## src/rtl/rfi_pkg.sv

```systemverilog
package rfi_pkg;
  localparam int DATA_W = 8;
  localparam int DIR_W  = 7;
  localparam int BANK_W = 2;
  localparam int PTR_W  = 8;
  localparam int FULL_W = DIR_W + BANK_W;
  localparam logic [DIR_W-1:0] VIRT_OFS = 7'h00;
  localparam logic [DIR_W-1:0] PTR_OFS  = 7'h04;

  typedef enum logic [1:0] {
    TGT_VIRT = 2'd0,
    TGT_PTR  = 2'd1,
    TGT_RAM  = 2'd2
  } tgt_e;
endpackage

```

## src/rtl/rfi_addr_resolve.sv

```systemverilog
module rfi_addr_resolve
  import rfi_pkg::*;
#(
  parameter int DIR_WP  = DIR_W,
  parameter int BANK_WP = BANK_W,
  parameter int PTR_WP  = PTR_W,
  localparam int FULL_WP = DIR_WP + BANK_WP,
  localparam int IBANK_W = FULL_WP - PTR_WP
) (
  input  logic [DIR_WP-1:0]  dir_addr_i,
  input  logic [BANK_WP-1:0] bank_i,
  input  logic [IBANK_W-1:0] ibank_i,
  input  logic [PTR_WP-1:0]  ptr_i,
  output logic [FULL_WP-1:0] full_addr_o,
  output tgt_e               tgt_o,
  output logic               ind_o
);
  always_comb begin
    ind_o       = (dir_addr_i == VIRT_OFS);
    full_addr_o = ind_o ? {ibank_i, ptr_i} : {bank_i, dir_addr_i};
    // mirrored specials decode on the in-bank offset only
    if (full_addr_o[DIR_WP-1:0] == VIRT_OFS)     tgt_o = TGT_VIRT;
    else if (full_addr_o[DIR_WP-1:0] == PTR_OFS) tgt_o = TGT_PTR;
    else                                         tgt_o = TGT_RAM;
  end
endmodule

```

## src/rtl/rfi_ptr_reg.sv

```systemverilog
module rfi_ptr_reg
  import rfi_pkg::*;
#(
  parameter int PTR_WP = PTR_W
) (
  input  logic              clk_i,
  input  logic              rst_ni,
  input  logic              we_i,
  input  logic [PTR_WP-1:0] wdata_i,
  output logic [PTR_WP-1:0] ptr_o
);
  always_ff @(posedge clk_i or negedge rst_ni) begin
    if (!rst_ni)   ptr_o <= '0;
    else if (we_i) ptr_o <= wdata_i;
  end

  assert_ptr_hold_R7: assert property (@(posedge clk_i) disable iff (!rst_ni)
    !we_i |=> $stable(ptr_o));
endmodule

```

## src/rtl/rfi_store.sv

```systemverilog
module rfi_store
  import rfi_pkg::*;
#(
  parameter int ADDR_WP = FULL_W,
  parameter int DATA_WP = DATA_W,
  localparam int DEPTH  = 1 << ADDR_WP
) (
  input  logic               clk_i,
  input  logic               rst_ni,
  input  logic               we_i,
  input  logic [ADDR_WP-1:0] addr_i,
  input  logic [DATA_WP-1:0] wdata_i,
  output logic [DATA_WP-1:0] rdata_o
);
  logic [DATA_WP-1:0] mem_q [DEPTH];

  always_ff @(posedge clk_i) begin
    if (we_i) mem_q[addr_i] <= wdata_i;
  end

  assign rdata_o = mem_q[addr_i];

  // virtual and pointer offsets never reach storage
  assert_store_skip_specials_R7: assert property (@(posedge clk_i) disable iff (!rst_ni)
    we_i |-> (addr_i[DIR_W-1:0] != VIRT_OFS) && (addr_i[DIR_W-1:0] != PTR_OFS));
endmodule

```

## src/rtl/regfile_indirect.sv

```systemverilog
module regfile_indirect
  import rfi_pkg::*;
#(
  parameter int DATA_WP = DATA_W,
  parameter int DIR_WP  = DIR_W,
  parameter int BANK_WP = BANK_W,
  parameter int PTR_WP  = PTR_W,
  localparam int FULL_WP = DIR_WP + BANK_WP,
  localparam int IBANK_W = FULL_WP - PTR_WP
) (
  input  logic               clk_i,
  input  logic               rst_ni,
  input  logic [DIR_WP-1:0]  dir_addr_i,
  input  logic [BANK_WP-1:0] bank_i,
  input  logic [IBANK_W-1:0] ibank_i,
  input  logic               rd_i,
  input  logic               wr_i,
  input  logic [DATA_WP-1:0] wdata_i,
  output logic [DATA_WP-1:0] rdata_o,
  output logic               indirect_o
);
  logic [FULL_WP-1:0] full_addr;
  logic [PTR_WP-1:0]  ptr_q;
  logic [DATA_WP-1:0] store_rdata;
  logic               ind;
  tgt_e               tgt;

  rfi_addr_resolve #(
    .DIR_WP (DIR_WP),
    .BANK_WP(BANK_WP),
    .PTR_WP (PTR_WP)
  ) i_resolve (
    .dir_addr_i (dir_addr_i),
    .bank_i     (bank_i),
    .ibank_i    (ibank_i),
    .ptr_i      (ptr_q),
    .full_addr_o(full_addr),
    .tgt_o      (tgt),
    .ind_o      (ind)
  );

  rfi_ptr_reg #(.PTR_WP(PTR_WP)) i_ptr (
    .clk_i  (clk_i),
    .rst_ni (rst_ni),
    .we_i   (wr_i && (tgt == TGT_PTR)),
    .wdata_i(wdata_i[PTR_WP-1:0]),
    .ptr_o  (ptr_q)
  );

  rfi_store #(.ADDR_WP(FULL_WP), .DATA_WP(DATA_WP)) i_store (
    .clk_i  (clk_i),
    .rst_ni (rst_ni),
    .we_i   (wr_i && (tgt == TGT_RAM)),
    .addr_i (full_addr),
    .wdata_i(wdata_i),
    .rdata_o(store_rdata)
  );

  always_comb begin
    rdata_o = '0;
    if (rd_i) begin
      unique case (tgt)
        TGT_PTR: rdata_o = DATA_WP'(ptr_q);
        TGT_RAM: rdata_o = store_rdata;
        default: rdata_o = '0;
      endcase
    end
  end

  assign indirect_o = ind && (rd_i || wr_i);

  assert_flag_needs_strobe_R8: assert property (@(posedge clk_i) disable iff (!rst_ni)
    indirect_o |-> (rd_i || wr_i) && (dir_addr_i == VIRT_OFS));

  assert_idle_read_zero_R10: assert property (@(posedge clk_i) disable iff (!rst_ni)
    !rd_i |-> (rdata_o == '0));

  assert_virtual_read_zero_R6: assert property (@(posedge clk_i) disable iff (!rst_ni)
    (rd_i && indirect_o && (ptr_q[DIR_WP-1:0] == VIRT_OFS)) |-> (rdata_o == '0));

  assert_self_write_loads_ptr_R9: assert property (@(posedge clk_i) disable iff (!rst_ni)
    (wr_i && indirect_o && (ptr_q[DIR_WP-1:0] == PTR_OFS)) |=> (ptr_q == $past(wdata_i[PTR_WP-1:0])));
endmodule

```

## config.mk

```make
export PLATFORM = sky130hd
export DESIGN_NAME = regfile_indirect
export DESIGN_NICKNAME = d
export VERILOG_FILES = /design/src/rtl/rfi_pkg.sv /design/src/rtl/rfi_addr_resolve.sv /design/src/rtl/rfi_ptr_reg.sv /design/src/rtl/rfi_store.sv /design/src/rtl/regfile_indirect.sv
export SDC_FILE = /design/constraint.sdc
export NUM_CORES = 2
export LEC_CHECK = 0
export ABC_AREA = 0
export BUFFER_PORTS_ARGS = -buffer_cell sky130_fd_sc_hd__buf_4
export CORE_MARGIN = 3
export CORE_UTILIZATION = 60
export DETAILED_ROUTE_END_ITERATION = 8
export PLACE_DENSITY = 0.76
export SETUP_SLACK_MARGIN = 0.05
export SYNTH_ARGS = -nofsm -noshare
export SYNTH_HDL_FRONTEND = slang
export SYNTH_SLANG_ARGS = --single-unit
```

## constraint.sdc

```tcl
create_clock -name clk_i -period 8.6 [get_ports clk_i]
set_input_delay 1.72 -clock clk_i [delete_from_list [all_inputs] [get_ports clk_i]]
set_output_delay 1.72 -clock clk_i [all_outputs]
set_load 0.005 [all_outputs]
```

# --- Word level (Yosys, flattened, before mapping) ---
# Memories as Yosys holds them, arrays and structs flattened.
# Cells that the tools add are included.
classes:
  n_eq_ne: 3
  n_mux: 7
  reduce_logical: 6
ops:
  columns: ["operator", "count"]
  rows:
  - ["8-bit one-hot mux with 2 select lines", 1]
  - ["7-bit zero test", 2]
  - ["9-bit 2-to-1 mux", 1]
  - ["8-bit 2-to-1 mux", 1]
  - ["7-bit by 3-bit equality test with 1-bit output, second input constant", 1]
  - ["2-bit 2-to-1 mux", 2]
  - ["1-bit logical AND", 3]
  - ["2-bit by 1-bit equality test with 1-bit output, second input constant", 1]
  - ["2-bit equality test, second input constant", 1]
  - ["1-bit 2-to-1 mux", 2]
  - ["1-bit logical OR", 1]
totals:
  reg_bits: 8
  mem_bits_rw: 4096
  inputBits: 22
  wordCells: 18
  mem_count: 1
mem_list:
  columns: ["name", "depth", "width", "read_ports", "rd_ports_with_merged_regs", "wr", "line_no", "source"]
  rows:
  - ["i_store.mem_q", 512, 8, 1, 0, 1, "rfi_store.sv:15", "logic [DATA_WP-1:0] mem_q [DEPTH];"]

# --- Logic depth before layout (Yosys ltp) ---
depth:
  depth_word: 9
  ltp_mapped: 15
  mapped_depth_nobuf: 9

# --- Hierarchy ---
# A second synthesis with hierarchy kept.
hier_totals:
  cells_unflattened: 7631
  area_unflattened_um2: 158942.4
by_module_without_submodules:
  columns: ["mod", "n_inst", "cells_per_inst", "area_each_um2", "seq_area_each_um2"]
  rows:
  - ["rfi_store", 1, 7567, 158199.2, 122998.0]
  - ["rfi_ptr_reg", 1, 17, 331.6, 200.2]
  - ["regfile_indirect", 1, 27, 242.7, 0.0]
  - ["rfi_addr_resolve", 1, 20, 168.9, 0.0]

# --- Worst setup path after synthesis ---
# OpenSTA, ideal clock, no wires.
synth_path:
  path_kind: "input port to output port"
  start: "in dir_addr_i[1]"
  end: "out rdata_o[1]"
  arrival_ns: 4.386
  path_slack_ns: 2.494
  cell_stages: 13
  path_cell_list: "clkbuf_1 nor4_1 a32oi_1 clkbuf_1 buf_2 buf_1 clkbuf_1 o22ai_1 o21ai_0 a41oi_1 o41ai_1 o21ai_0 o31ai_1"
synth_via:
  elab_chain_len: 8
  elab_cells_between_ends: 11
synth_lines:
  columns: ["element", "line_no", "source"]
  rows:
  - ["start: declaration", "regfile_indirect.sv:13", "input logic [DIR_WP-1:0] dir_addr_i,"]
  - ["7-bit zero test", "rfi_addr_resolve.sv:19", "ind_o = (dir_addr_i == VIRT_OFS);"]
  - ["9-bit 2-to-1 mux (*)", "rfi_addr_resolve.sv:20", "full_addr_o = ind_o ? {ibank_i, ptr_i} : {bank_i, dir_addr_i};"]
  - ["parallel branches: the longest is 4 deep, another holds memory read 512 x 8 bit", null, null]
  - ["8-bit one-hot mux with 2 select lines (*)", "regfile_indirect.sv:62", "unique case (tgt)"]
  - ["8-bit 2-to-1 mux (*)", "regfile_indirect.sv:61", "if (rd_i) begin"]
  - ["end: declaration", "regfile_indirect.sv:19", "output logic [DATA_WP-1:0] rdata_o,"]
# Every way passes the cells marked *.

# --- Final worst setup path ---
layout_path:
  start: "in dir_addr_i[2]"
  end: "out rdata_o[7]"
# The elaborated chain is that of the path after synthesis.

==> results.sh <==
export IMPL_dieArea_um2=256000
export IMPL_placed_cell_area_um2=155000
export IMPL_seq_power_share_pct=54.2
export IMPL_vias=91000
export IMPL_yosys_warnings=0
export IMPL_h_tree_depth=5
export IMPL_yosysMostFrequentCell="edfxtp_1"
export IMPL_placed_cells=11900
export IMPL_ant_nets=0
export IMPL_fp_row_count=182
export IMPL_p_sw_uw=8590
export IMPL_first_iter_violations=15800
export IMPL_power_total_uw=40700
export IMPL_dp_hpwl_um=229000
export IMPL_post_cts_repair_setup_buffers=0
export IMPL_cellPowerDensity_nw_per_um2=243
export IMPL_clock_sinks=4104
export IMPL_grt_pass1_wl_um=591000
export IMPL_multi_input_area_um2=24200
export IMPL_numCtsBuffers=398
export IMPL_r2r_cells=6
export IMPL_synthTopCellsByArea="edfxtp_1 (82%), o22ai_1 (8.6%), o21ai_0 (3.5%)"
export IMPL_drive_above_1_share_pct=9.59
export IMPL_synth_edff_count=4096
export IMPL_nets=8999
export IMPL_grt_pass1_vias=87100
export IMPL_yosys_area_top_type="edfxtp_1"
export IMPL_outcome="completed"
export IMPL_grt_usage_pct=31.4
export IMPL_finalInstanceArea_um2=167000
export IMPL_holdBufCountCts=0
export IMPL_grt_setup_unrepaired="false"
export IMPL_final_cells=12600
export IMPL_fin_skew_ns=0.0963
export IMPL_io_buffers=30
export IMPL_fillers=15100
export IMPL_intPower_uw=32100
export IMPL_critPathLaunchType="input pin"
export IMPL_clock_latency_ns=0.98
export IMPL_setup_violations=0
export IMPL_fin_tns_setup_ns=0
export IMPL_routed_wl_um=411000
export IMPL_yosys_area_top_type_share_pct=82.2
export IMPL_p_comb_share_pct=4.5
export IMPL_drv_cap=0
export IMPL_antenna_found_initial=30
export IMPL_netlist_instances=8902
export IMPL_cp_max_fo=36
export IMPL_critical_path_class="in -> out"
export IMPL_cts_root_buf="clkbuf_16"
export IMPL_fp_dieH_um=505
export IMPL_switching_share_pct=21.1
export IMPL_gp_congestion=0.909
export IMPL_p_clk_share_pct=41.2
export IMPL_synthDistinctLibCells=46
export IMPL_ios=31
export IMPL_core_region_area_um2=247000
export IMPL_tightestPinTransition_ns=1.25
export IMPL_ctsLongestPathBuffers=4
export IMPL_drc=0
export IMPL_synth_area_per_cell_um2=16.8
export IMPL_fmax_ghz=0.117
export IMPL_min_period_ns=8.56
export IMPL_initial_core_util_pct=60.6
export IMPL_synthFlopType="edfxtp_1"
export IMPL_netlist_top_cells_count="edfxtp_1 (4096), o22ai_1 (2056), o21ai_0 (1035)"
export IMPL_finalHoldViolations=0
export IMPL_syn_area_um2=150000
export IMPL_fin_hold_ws_ns=0.560
export IMPL_reg2reg_slack_ns=3.45
export IMPL_yosysSeqAreaShare_pct=82.3
export IMPL_arrival_ns=6.84
export IMPL_grt_max_degree=181
export IMPL_r2r_end="i_store.mem_q[134][6]$_DFFE_PP_"
export IMPL_slew_violations=0
export IMPL_cp_required_ns=6.88
export IMPL_max_slew_margin_rel_pct=16.9
export IMPL_grt_overflow=0
export IMPL_areaGrowthSynthToFinish_pct=11.7
export IMPL_max_vdd_ir_drop_uv=188
export IMPL_cp_end_kind="output port"
export IMPL_synth_async_sr_flop_share_pct=0.195
export IMPL_post_route_period_util_pct=99.6
export IMPL_holdCritPathClass="in -> async"
export IMPL_firstDrtPassIters=9
export IMPL_total_leakage_power_uw=0.0496
export IMPL_regArea_um2=123000
export IMPL_via_per_inst=7.22
export IMPL_r2r_start="i_ptr.ptr_o[3]$_DFFE_PN0P_"
export IMPL_die_w_um=505
export IMPL_cts_tree="built"
export IMPL_clk_pin_slew_worst_paths_ns=0.06
export IMPL_ys_seq_elements=4104
export IMPL_wl_per_cell_um=32.6
cell type report:
| cell class | instances | area share, % |
|---|---|---|
| diodes | 19 | 0.0284 |
| clock buffers | 486 | 6.22 |
| clock inverters | 217 | 1.19 |
| inverters | 2 | 0.00449 |
| multi-input cells | 4176 | 14.5 |
| flip-flops and latches | 4104 | 73.7 |
| well taps | 3312 | 2.48 |
| repair buffers | 295 | 1.89 |
cell usage in the layout, fill, tap and decap left out, types with 19 or more instances in the layout:
master,n
o41ai_1,20
buf_12,71
clkinv_2,81
o21ai_0,1035
diode_2,19
clkinv_1,74
buf_4,216
nand4_1,47
edfxtp_1,4096
clkbuf_1,82
bufinv_16,35
nand2_1,52
o22ai_1,2056
nor4_1,26
nor2_1,534
a41oi_1,222
conb_1,64
clkbuf_16,402
power groups by stage:
stage               Clock [µW]  Sequential [µW]  Combinational, µW
floorplan                    0            22500                783
global placement             0            22500               1720
detailed placement           0            22500               1760
CTS                      16800            22100               1780
global route             17500            22100               1900
finish                   16800            22100               1840
kinds of logic (layout without fill, tap and decap cells):
kind of cell | Yosys count | in the layout | share of synthesized area (%)
AOI/OAI and AO/OA | 3392 | 3392 | 13.8
buffers and inverters | 685 | 1000 | 1.87
DFF | 4104 | 4104 | 82.3
muxes | 13 | 13 | 0.0953
other | 1 | 83 | 0.00251
and+or+nand+nor | 707 | 707 | 1.97
flip-flops by register name, summed over array words and instances (netlist names):
signal	cells
i_ptr.ptr_o	8
i_store.mem_q	4096
worst max-delay path by stage:
stage / startpoint / end / slack [ns] / depth (start not counted)
global route: dir_addr_i[2] / rdata_o[7] / 0.12 / 13
global placement: dir_addr_i[2] / rdata_o[1] / 0.12 / 15
detailed placement: dir_addr_i[2] / rdata_o[3] / 0.05 / 16
CTS: dir_addr_i[6] / rdata_o[2] / 0.1 / 13
floorplan: dir_addr_i[1] / rdata_o[1] / 2.49 / 13
finish: dir_addr_i[2] / rdata_o[7] / 0.04 / 13
through the flow:
stage | util (%) | setup slack [ns]
3_5_place_dp | 62.6 | 0.0510
5_1_grt | 67.6 | 0.118
3_3_place_gp | 62.6 | 0.118
4_1_cts | 67.6 | 0.0990
6_report | 67.7 | 0.0370
2_1_floorplan | - | 2.49
layer usage:
| layer | global-route usage [%] | vias up | wire length, µm |
|---|---|---|---|
| li1 | - | 37200 | - |
| met1 | 42.6 | 44900 | 139000 |
| met2 | 47.4 | 7656 | 189000 |
| met3 | 7.94 | 1268 | 57900 |
| met4 | 16.5 | 20 | 24500 |
| met5 | 0 | - | 159 |
worst max-delay path, cell delays in order:
cell	delay, ns
buf_4	0.14
or4_4	0.58
o31ai_4	0.39
buf_12	0.23
buf_4	0.43
o22ai_1	0.15
o21ai_0	0.23
a41oi_1	0.26
nor4_1	1.04
o22ai_1	0.35
nor4_1	0.65
a32o_1	0.44
buf_4	0.18
what timing repair did:
action                                  4_1_cts  5_1_grt
endpoints found under the setup margin        1        2
hold endpoints to repair                      0        0
resized for setup                             1        2
Note: power is estimated with default switching activity, not from simulation.
